[src/rtl/rcs_pkg.sv]
package rcs_pkg;

    localparam int unsigned SRC_W  = 3;
    localparam int unsigned MODE_W = 5;

    typedef enum logic [2:0] {
        ST_HOLD       = 3'd0,
        ST_PWRUP_DLY  = 3'd1,
        ST_OSC_SETTLE = 3'd2,
        ST_PLL_WAIT   = 3'd3,
        ST_RUN        = 3'd4,
        ST_FALLBACK   = 3'd5
    } seq_state_t;

    typedef enum logic [1:0] {
        CAUSE_NONE = 2'b00,
        CAUSE_POR  = 2'b01,
        CAUSE_EXT  = 2'b10,
        CAUSE_BOR  = 2'b11
    } rst_cause_t;

    localparam logic [SRC_W-1:0]  SRC_FAST_RC = '0;
    localparam logic [MODE_W-1:0] MODE_NONE   = '0;

    // crystal modes are the upper half of the source code space
    function automatic logic src_is_crystal(input logic [SRC_W-1:0] s);
        return s[SRC_W-1];
    endfunction

    function automatic logic mode_uses_pll(input logic [MODE_W-1:0] m);
        return m[MODE_W-1];
    endfunction

endpackage

[src/rtl/rcs_sync.sv]
module rcs_sync #(
    parameter int unsigned STAGES    = 2,
    parameter logic        RESET_VAL = 1'b1
) (
    input  logic clk,
    input  logic arst,
    input  logic din,
    output logic dout
);
    logic [STAGES-1:0] chain;

    genvar i;
    generate
        for (i = 0; i < STAGES; i++) begin : g_stage
            if (i == 0) begin : g_first
                always_ff @(posedge clk or posedge arst) begin
                    if (arst) chain[0] <= RESET_VAL;
                    else      chain[0] <= din;
                end
            end else begin : g_next
                always_ff @(posedge clk or posedge arst) begin
                    if (arst) chain[i] <= RESET_VAL;
                    else      chain[i] <= chain[i-1];
                end
            end
        end
    endgenerate

    assign dout = chain[STAGES-1];

endmodule

[src/rtl/rcs_tick_cnt.sv]
module rcs_tick_cnt #(
    parameter int unsigned LIMIT = 1024
) (
    input  logic clk,
    input  logic arst,
    input  logic clr,
    input  logic tick,
    output logic done
);
    localparam int unsigned CW = $clog2(LIMIT + 1);
    localparam logic [CW-1:0] LIM = CW'(LIMIT);

    logic [CW-1:0] cnt;

    assign done = (cnt == LIM);

    always_ff @(posedge clk or posedge arst) begin
        if (arst)               cnt <= '0;
        else if (clr)           cnt <= '0;
        else if (tick && !done) cnt <= cnt + 1'b1;
    end

    // the count saturates at its limit
    assert_cnt_bound_R5: assert property (@(posedge clk) disable iff (arst)
        cnt <= LIM);

    assert_cnt_clear_R1: assert property (@(posedge clk) disable iff (arst)
        clr |=> (cnt == '0));

endmodule

[src/rtl/rcs_fsm.sv]
module rcs_fsm
    import rcs_pkg::*;
(
    input  logic       clk,
    input  logic       arst,
    input  logic       req_any,
    input  logic       dly_en,
    input  logic       mon_en,
    input  logic       need_osc,
    input  logic       need_pll,
    input  logic       pwrup_done,
    input  logic       osc_done,
    input  logic       osc_running,
    input  logic       pll_lock,
    output seq_state_t state,
    output logic       trap,
    output logic       rst_int,
    output logic       sysclk_en,
    output logic       fallback,
    output logic       cnt_clr
);
    seq_state_t next;
    logic       clk_ready;

    assign clk_ready = (!need_osc || (osc_running && osc_done)) &&
                       (!need_pll || pll_lock);

    always_comb begin
        next = state;
        unique case (state)
            ST_HOLD: begin
                if (dly_en)                     next = ST_PWRUP_DLY;
                else if (mon_en && !clk_ready)  next = ST_FALLBACK;
                else                            next = ST_OSC_SETTLE;
            end
            ST_PWRUP_DLY: begin
                if (pwrup_done) begin
                    if (mon_en && !clk_ready)   next = ST_FALLBACK;
                    else                        next = ST_OSC_SETTLE;
                end
            end
            ST_OSC_SETTLE: begin
                if (!need_osc || osc_done)
                    next = need_pll ? ST_PLL_WAIT : ST_RUN;
            end
            ST_PLL_WAIT: begin
                if (pll_lock) next = ST_RUN;
            end
            ST_RUN:      next = ST_RUN;
            ST_FALLBACK: next = ST_FALLBACK;
            default:     next = ST_HOLD;
        endcase
        if (req_any) next = ST_HOLD;
    end

    always_ff @(posedge clk or posedge arst) begin
        if (arst) begin
            state <= ST_HOLD;
            trap  <= 1'b0;
        end else begin
            state <= next;
            trap  <= (next == ST_FALLBACK) && (state != ST_FALLBACK);
        end
    end

    always_comb begin
        rst_int   = 1'b0;
        sysclk_en = 1'b0;
        fallback  = 1'b0;
        cnt_clr   = 1'b0;
        unique case (state)
            ST_HOLD: begin
                rst_int = 1'b1;
                cnt_clr = 1'b1;
            end
            ST_PWRUP_DLY:  rst_int = 1'b1;
            ST_OSC_SETTLE: ;
            ST_PLL_WAIT:   ;
            ST_RUN:        sysclk_en = 1'b1;
            ST_FALLBACK: begin
                sysclk_en = 1'b1;
                fallback  = 1'b1;
            end
            default: rst_int = 1'b1;
        endcase
    end

    assert_req_restarts_R1: assert property (@(posedge clk) disable iff (arst)
        req_any |=> (state == ST_HOLD));

    assert_dly_done_R3: assert property (@(posedge clk) disable iff (arst)
        (state == ST_OSC_SETTLE && $past(state) == ST_PWRUP_DLY) |-> $past(pwrup_done));

    assert_osc_gate_R6: assert property (@(posedge clk) disable iff (arst)
        (state != ST_OSC_SETTLE && $past(state) == ST_OSC_SETTLE && !$past(req_any))
        |-> $past(!need_osc || osc_done));

    assert_pll_gate_R6: assert property (@(posedge clk) disable iff (arst)
        (state == ST_RUN && $past(state) == ST_PLL_WAIT) |-> $past(pll_lock));

    assert_fallback_mon_R7: assert property (@(posedge clk) disable iff (arst)
        (state == ST_FALLBACK && $past(state) != ST_FALLBACK) |-> $past(mon_en));

    assert_trap_single_R7: assert property (@(posedge clk) disable iff (arst)
        trap |=> !trap);

endmodule

[src/rtl/rst_clk_seq.sv]
module rst_clk_seq
    import rcs_pkg::*;
#(
    parameter int unsigned PWRUP_TICKS = 64,
    parameter int unsigned OSC_EDGES   = 1024,
    parameter int unsigned SYNC_STAGES = 2
) (
    input  logic              clk,
    input  logic              por_req,
    input  logic              ext_rst_n,
    input  logic              bor_req,
    input  logic              lprc_tick,
    input  logic              osc_edge,
    input  logic              osc_running,
    input  logic              pll_lock,
    input  logic [SRC_W-1:0]  cfg_src,
    input  logic [MODE_W-1:0] cfg_pmode,
    input  logic              cfg_monitor_en,
    input  logic              cfg_pwrup_dly_en,
    input  logic              flag_clr,
    output logic              rst_int,
    output logic              sysclk_en,
    output logic [SRC_W-1:0]  clk_sel,
    output logic [MODE_W-1:0] clk_mode,
    output logic              clk_fail_trap,
    output logic              clk_fail_flag,
    output logic [1:0]        rst_cause
);
    logic              pin_sync;
    logic              ext_req;
    logic              req_any;
    logic              pwrup_done;
    logic              osc_done;
    logic              fallback;
    logic              cnt_clr;
    seq_state_t        state;
    rst_cause_t        cause_q;

    logic [SRC_W-1:0]  src_q,  src_eff;
    logic [MODE_W-1:0] mode_q, mode_eff;
    logic              mon_q,  mon_eff;
    logic              dly_q,  dly_eff;

    rcs_sync #(.STAGES(SYNC_STAGES), .RESET_VAL(1'b1)) u_pin_sync (
        .clk  (clk),
        .arst (por_req),
        .din  (ext_rst_n),
        .dout (pin_sync)
    );

    assign ext_req = !pin_sync;
    assign req_any = ext_req || bor_req;

    // configuration follows the inputs while reset is held, frozen otherwise
    assign src_eff  = (state == ST_HOLD) ? cfg_src          : src_q;
    assign mode_eff = (state == ST_HOLD) ? cfg_pmode        : mode_q;
    assign mon_eff  = (state == ST_HOLD) ? cfg_monitor_en   : mon_q;
    assign dly_eff  = (state == ST_HOLD) ? cfg_pwrup_dly_en : dly_q;

    rcs_tick_cnt #(.LIMIT(PWRUP_TICKS)) u_pwrup_cnt (
        .clk  (clk),
        .arst (por_req),
        .clr  (cnt_clr),
        .tick (lprc_tick),
        .done (pwrup_done)
    );

    rcs_tick_cnt #(.LIMIT(OSC_EDGES)) u_osc_cnt (
        .clk  (clk),
        .arst (por_req),
        .clr  (cnt_clr),
        .tick (osc_edge),
        .done (osc_done)
    );

    rcs_fsm u_fsm (
        .clk         (clk),
        .arst        (por_req),
        .req_any     (req_any),
        .dly_en      (dly_eff),
        .mon_en      (mon_eff),
        .need_osc    (src_is_crystal(src_eff)),
        .need_pll    (mode_uses_pll(mode_eff)),
        .pwrup_done  (pwrup_done),
        .osc_done    (osc_done),
        .osc_running (osc_running),
        .pll_lock    (pll_lock),
        .state       (state),
        .trap        (clk_fail_trap),
        .rst_int     (rst_int),
        .sysclk_en   (sysclk_en),
        .fallback    (fallback),
        .cnt_clr     (cnt_clr)
    );

    always_ff @(posedge clk or posedge por_req) begin
        if (por_req) begin
            cause_q       <= CAUSE_POR;
            clk_fail_flag <= 1'b0;
            src_q         <= SRC_FAST_RC;
            mode_q        <= MODE_NONE;
            mon_q         <= 1'b0;
            dly_q         <= 1'b1;
        end else begin
            if (bor_req)      cause_q <= CAUSE_BOR;
            else if (ext_req) cause_q <= CAUSE_EXT;

            if (clk_fail_trap) clk_fail_flag <= 1'b1;
            else if (flag_clr) clk_fail_flag <= 1'b0;

            if (state == ST_HOLD) begin
                src_q  <= cfg_src;
                mode_q <= cfg_pmode;
                mon_q  <= cfg_monitor_en;
                dly_q  <= cfg_pwrup_dly_en;
            end
        end
    end

    assign clk_sel   = fallback ? SRC_FAST_RC : src_eff;
    assign clk_mode  = fallback ? MODE_NONE   : mode_eff;
    assign rst_cause = cause_q;

    assert_trap_sets_flag_R7: assert property (@(posedge clk) disable iff (por_req)
        clk_fail_trap |=> clk_fail_flag);

    assert_flag_sticky_R8: assert property (@(posedge clk) disable iff (por_req)
        (clk_fail_flag && !flag_clr) |=> clk_fail_flag);

    assert_ext_cause_R1: assert property (@(posedge clk) disable iff (por_req)
        (ext_req && !bor_req) |=> (rst_cause == CAUSE_EXT));

    assert_bor_cause_R1: assert property (@(posedge clk) disable iff (por_req)
        bor_req |=> (rst_cause == CAUSE_BOR));

    assert_cfg_frozen_R9: assert property (@(posedge clk) disable iff (por_req)
        (state != ST_HOLD && $past(state) != ST_HOLD &&
         state != ST_FALLBACK && $past(state) != ST_FALLBACK) |-> $stable(clk_sel));

endmodule

[config.mk]
export PLATFORM = sky130hd
export DESIGN_NAME = rst_clk_seq
export DESIGN_NICKNAME = d
export VERILOG_FILES = /design/src/rtl/rcs_pkg.sv /design/src/rtl/rcs_sync.sv /design/src/rtl/rcs_tick_cnt.sv /design/src/rtl/rcs_fsm.sv /design/src/rtl/rst_clk_seq.sv
export SDC_FILE = /design/constraint.sdc
export NUM_CORES = 1
export LEC_CHECK = 0
export BUFFER_PORTS_ARGS = -buffer_cell sky130_fd_sc_hd__buf_2
export CORE_ASPECT_RATIO = 0.8
export CORE_MARGIN = 2
export CORE_UTILIZATION = 55
export DETAILED_ROUTE_END_ITERATION = 6
export GPL_ROUTABILITY_DRIVEN = 0
export GPL_TIMING_DRIVEN = 0
export HOLD_SLACK_MARGIN = 0.08
export MAX_ROUTING_LAYER = met4
export PLACE_DENSITY = 0.79
export SETUP_SLACK_MARGIN = 0.3
export SYNTH_ARGS = -nofsm -noshare
export SYNTH_HDL_FRONTEND = slang
export SYNTH_SLANG_ARGS = --single-unit
[constraint.sdc]
create_clock -name clk -period 2.9 [get_ports clk]
set_clock_uncertainty 0.2 [all_clocks]
set_input_delay 0.58 -clock clk [delete_from_list [all_inputs] [get_ports clk]]
set_output_delay 0.58 -clock clk [all_outputs]
set_load 0.05 [all_outputs]
## Word level (Yosys, flattened, before mapping)

Cells that the tools add are included.

| storage, ports and cells | value |
|---|---|
| input port bits | 19 |
| output and inout bits | 14 |
| logic and storage cells | 72 |
| bits in registers | 37 |

| cells by class | value |
|---|---|
| reduce and logical (&&, ||, !) cells | 22 |
| eq/ne operators | 10 |
| $add $sub $neg | 2 |
| mux-type cells | 26 |

Operator list:

| operator | count |
|---|---|
| two-way mux 3 bit | 9 |
| two-way mux 11 bit | 2 |
| one-hot mux 3 bit (6 select lines) | 1 |
| two-way mux 7 bit | 2 |
| adder 11 x 1 -> 11 bit, second input constant | 1 |
| == test 11 bit, second input constant | 1 |
| two-way mux 5 bit | 2 |
| == test 3 bit, second input constant | 3 |
| two-way mux 1 bit | 8 |
| adder 7 x 1 -> 7 bit, second input constant | 1 |
| == test 7 bit, second input constant | 1 |
| == test 3 x 2 -> 1 bit, second input constant | 2 |
| logical AND 1 bit | 6 |
| zero test 1 bit | 6 |
| nonzero test 2 bit | 3 |
| logical OR 1 bit | 4 |
| two-way mux 2 bit | 2 |
| OR reduction 4 bit | 1 |
| == test 3 x 1 -> 1 bit, second input constant | 1 |
| zero test 3 bit | 1 |
| != test 3 bit, second input constant | 1 |
| != test 2 bit, second input constant | 1 |
| OR reduction 2 bit | 1 |

## Depth between registers and ports, before layout

| depth | value |
|---|---|
| word-level depth | 13 |
| mapped depth | 7 |
| depth with buffers taken out | 7 |

## Modules after synthesis

A second synthesis with hierarchy kept.

| second synthesis, totals | value |
|---|---|
| cell total of the unflattened synthesis | 211 |
| area, all modules | 2072.0 µm² |

By module, submodules not included:

| module | sequential area each (µm²) | cells each | times used | area each (µm²) |
|---|---|---|---|---|
| rst_clk_seq | 327.8 | 58 | 1 | 639.4 |
| rcs_tick_cnt at u_osc_cnt | 275.3 | 66 | 1 | 623.1 |
| rcs_tick_cnt at u_pwrup_cnt | 175.2 | 43 | 1 | 417.9 |
| rcs_fsm | 100.1 | 41 | 1 | 335.3 |
| rcs_sync | 52.6 | 3 | 1 | 56.3 |

## Worst setup path before layout

Ideal clock, no wire load.

| timing path | value |
|---|---|
| path type | register to output |
| from | reg u_fsm.state[0] |
| to | out clk_sel[2] |
| buffers on the path | 1 |
| arrival time | 2.257 ns |
| path slack | -0.137 ns |
| required time | 2.120 ns |
| stages on the path, launching flop included | 5 |
| cell sequence | dfrtp_1 -> buf_6 -> nor3_4 -> mux2_4 -> a21boi_0 |

| between the ends | value |
|---|---|
| word-level cells in the longest chain between the ends | 3 |
| elaborated cells between the ends (all ways) | 5 |

Ends and longest elaborated chain:

| what | line | RTL |
|---|---|---|
| start: declaration | rcs_fsm.sv:15 | `output seq_state_t state,` |
| start signal: assignment | rcs_fsm.sv:61 | `state <= next;` |
| zero test 3 bit | rst_clk_seq.sv:55 | `assign src_eff = (state == ST_HOLD) ? cfg_src : src_q;` |
| two-way mux 3 bit | - |  |
| via src_eff[2] | rst_clk_seq.sv:39 | `logic [SRC_W-1:0] src_q, src_eff;` |
| two-way mux 3 bit | rst_clk_seq.sv:120 | `assign clk_sel = fallback ? SRC_FAST_RC : src_eff;` |
| end: declaration | rst_clk_seq.sv:23 | `output logic [SRC_W-1:0] clk_sel,` |

The timed path passes the listed nets, and every way through them passes these cells.

## Worst setup path after layout

Same ends and word-level chain as after synthesis.

==> results.py <==
metrics = {
    "global_route": {
        "met2_usage": 0.2747,
        "use_met1": 0.3245,
        "overflow": 0,
        "grt_max_degree": 37,
        "grt_pass1_wl_um": 6016,
        "use_met3": 0.05466,
        "grt_use_total": 0.2122,
        "first_global_vias": 1327,
        "busiest_layer": "met1",
        "antenna_found_initial": 0,
    },
    "sta": {
        "drv_slew": 0,
        "clock.fmax_ghz": 0.3913,
        "setup_viol": 0,
        "rsz0062_at_grt": "yes",
        "period_needed_ns": 2.556,
        "worst_slew_pin_slew_ns": 0.7280,
        "final_hold_viol_count": 0,
        "fin_setup_tns_ns": 0,
        "min_period_over_period": 0.8813,
        "slew_headroom": 0.5140,
    },
    "logic_synthesis": {
        "synth_ff_type": "dfrtp_1",
        "netlist_instances": 189,
        "synthTopCellsByArea": "dfrtp_1 45%, nor2_1 5.1%, dfstp_2 4.3%, xor2_1 3.8%, mux2_2 3.7%",
        "synthesis.nets": 212,
        "yosysSeqAreaShare": 0.4898,
        "synthesis.area_um2": 1847,
        "syn_area_per_cell_um2": 9.771,
        "synth.distinct_cells": 39,
        "yosysTopAreaCellShare": 0.4472,
        "yosysTopAreaCell": "dfrtp_1",
        "synth_edf_count": 0,
        "synth.most_common_cell": "dfrtp_1",
        "ys_ff_latch": 36,
        "ys_async_sr_fraction": 1.000,
        "yosys-top-cells-count": "33 x dfrtp_1, 25 x nor2_1, 16 x nand2_1, 10 x o21ai_0, 9 x inv_1",
        "ys_warn_count": 0,
    },
    "worst_setup_path": {
        "reg2reg_to": "u_pwrup_cnt.cnt[0]",
        "path_max_fanout": 7,
        "path_cells": "buf_6 > nor3_4 > mux2_4 > a21boi_2 > buf_6",
        "cp.required_ns": 2.12,
        "cpMostUsedCell": "buf_6",
        "cp.arrival_ns": 1.78,
        "crit_slowest_cell": "dfrtp_1",
        "slowest_delay_ns": 0.38,
        "rr_worst_depth": 7,
        "startpoint_type": "register",
        "r2r-start": "u_fsm.state[0]",
        "cp-end-kind": "output pin",
        "r2r_slack_ns": 0.55,
        "crit_type": "reg -> out",
    },
    "min_path": {
        "min_from": "u_pin_sync.chain[0]",
        "hold_class": "reg -> reg",
        "holdPathStages": 0,
        "hold_end": "u_pin_sync.dout",
    },
    "clock_tree": {
        "ctsRootBufferMaster": "clkbuf_8",
        "htreeDepth": 2,
        "path_clk_slew_ns": 0.07,
        "numCtsBuffers": 5,
        "worstSkewPairLatency_ns": 0.29,
        "cts_tree": "built",
        "clock_sinks": 36,
        "cts_hold_buf": 0,
        "cts_buffer_depth": 2,
    },
    "final_layout": {
        "antennaDiodeCount": 0,
        "n_fill_cell": 254,
        "stdcell_area_um2": 2263,
        "area_growth_pct": 22.56,
        "fin_nets": 256,
        "drive_gt1_frac": 0.2906,
        "area.sequential_um2": 904.6,
        "multiInputGateArea_um2": 907.1,
    },
    "floorplan": {
        "fp-row-count": 18,
        "start_util": 0.5857,
        "die_area_um2": 3840,
        "die_x_um": 68.79,
        "io-pin-count": 33,
        "core_um2": 3153,
        "dieHeight_um": 55.83,
    },
    "run": {
        "cap_violations": 0,
    },
    "pwr": {
        "power.leakage_nw": 1.037,
        "net-switching-power_uw": 413.7,
        "switching_share": 0.3023,
        "clkPwrFrac": 0.351,
        "seqPwrFrac": 0.408,
        "comb_power_share": 0.241,
        "power_density_nw_per_um2": 604.7,
        "p_int_uw": 955.0,
        "ir_worst_vdd_v": 0.0005271,
    },
    "route": {
        "viasPerCell": 5.617,
        "drc": 0,
        "dr.pass1.iters": 4,
        "vias": 1539,
        "routedWlPerCell_um": 13.81,
        "antenna_left": 0,
        "drt-initial-drc-count": 151,
        "routed_wl_um": 3783,
    },
    "place": {
        "dp_hpwl_um": 2593,
        "placed_area_um2": 2063,
        "io_buffers": 32,
    },
    "status": {
        "outcome": "finished, final reports clean",
    },
}
==> registers in the layout (all words and copies together), names as in the netlist <==
signal,flops
clk_fail_flag,1
mode_q,5
mon_q,1
rst_cause,2
src_q,3
u_fsm.state,3
u_fsm.trap,1
u_osc_cnt.cnt,11
u_pin_sync.chain,1
u_pin_sync.dout,1
u_pwrup_cnt.cnt,7
==> per-stage QoR <==
| stage | total power, mW | utilization | std cells | hold slack [ns] | worst slack, ns |
|---|---|---|---|---|---|
| final | 1.369 | 0.7179 | 274 | 0.1587 | 0.3443 |
| after global routing | 1.430 | 0.7179 | 274 | 0.1638 | 0.2743 |
| after CTS | 1.359 | 0.7004 | 270 | 0.1610 | 0.2976 |
| after detailed placement | 0.8695 | 0.6544 | 261 | 0.1510 | 0.3571 |
| after global placement | 0.8630 | 0.6544 | 261 | 0.1475 | 0.3889 |
| after floorplan | 0.7942 | - | 189 | 0.1452 | 0.2279 |
==> power groups by stage <==
stage               registers (mW)  clock network [mW]  logic (mW)
floorplan                    0.570                   0       0.224
global placement             0.564                   0       0.299
global route                 0.562               0.510       0.358
detailed placement           0.566                   0       0.303
finish                       0.558               0.480       0.330
CTS                          0.557               0.490       0.311
==> layer usage <==
layer  share of wire  vias up
met5               0        -
met4          0.0090        0
met3           0.051        5
met2            0.42       38
met1            0.51      741
li1                -      755
==> worst max-delay path, delay by kind of cell (launching register included) <==
family	cells	cell delay, ns
flip-flops	1	0.38
multiplexers	1	0.35
buffers and inverters	2	0.31
AND/OR/NAND/NOR	1	0.28
AO/OA/AOI/OAI	1	0.16
==> worst max-delay path by stage <==
| stage | startpoint | endpoint | slack, ns | depth (start not counted) |
|---|---|---|---|---|
| 4_1_cts | u_fsm.state[2] | clk_mode[4] | 0.30 | 5 |
| 3_3_place_gp | u_fsm.state[2] | clk_sel[2] | 0.39 | 5 |
| 2_1_floorplan | u_fsm.state[0] | clk_sel[2] | 0.23 | 4 |
| 6_report | u_fsm.state[0] | clk_sel[2] | 0.34 | 5 |
| 3_5_place_dp | u_fsm.state[2] | clk_sel[2] | 0.36 | 5 |
| 5_1_grt | u_fsm.state[0] | clk_sel[2] | 0.27 | 5 |
==> placed cells by master, fill, tap and decap left out, types with 3 or more instances in the layout <==
cell type,n
dfrtp_1,33
buf_2,32
nor2_1,24
nand2_1,16
nand3_1,8
xor2_1,8
inv_1,8
nand4_1,7
a21oi_1,7
clkbuf_8,7
mux2_2,6
a22oi_1,6
o21ai_1,6
xnor2_1,5
buf_4,5
o21ai_0,4
ha_1,4
clkbuf_1,3
or3_1,3
a31oi_1,3
dfstp_2,3
==> cell families after synthesis <==
group / Yosys count / share of synthesized area
simple gates: 73 / 0.1951
buf+inv: 16 / 0.03658
xor+xnor: 13 / 0.06165
compound gates: 37 / 0.1287
fa+ha+maj: 4 / 0.02710
mux: 10 / 0.06097
flops: 36 / 0.4898
==> timing repair <==
item,in CTS,in global routing
setup endpoints to repair,8,8
resized for setup,5,8
buffers inserted,1,4
pin swaps,1,1
gates cloned,0,0
==> area by class of cell <==
class | count | share of cell area
plain buffers | 7 | 0.01658
flip-flops and latches | 36 | 0.3997
well taps | 40 | 0.02211
repair buffers | 37 | 0.09011
inverters | 9 | 0.01493
clock buffers | 7 | 0.04256
clock inverters | 1 | 0.01327
multi-input cells | 137 | 0.4008
No activity file was read; power rests on OpenSTA's default activity.
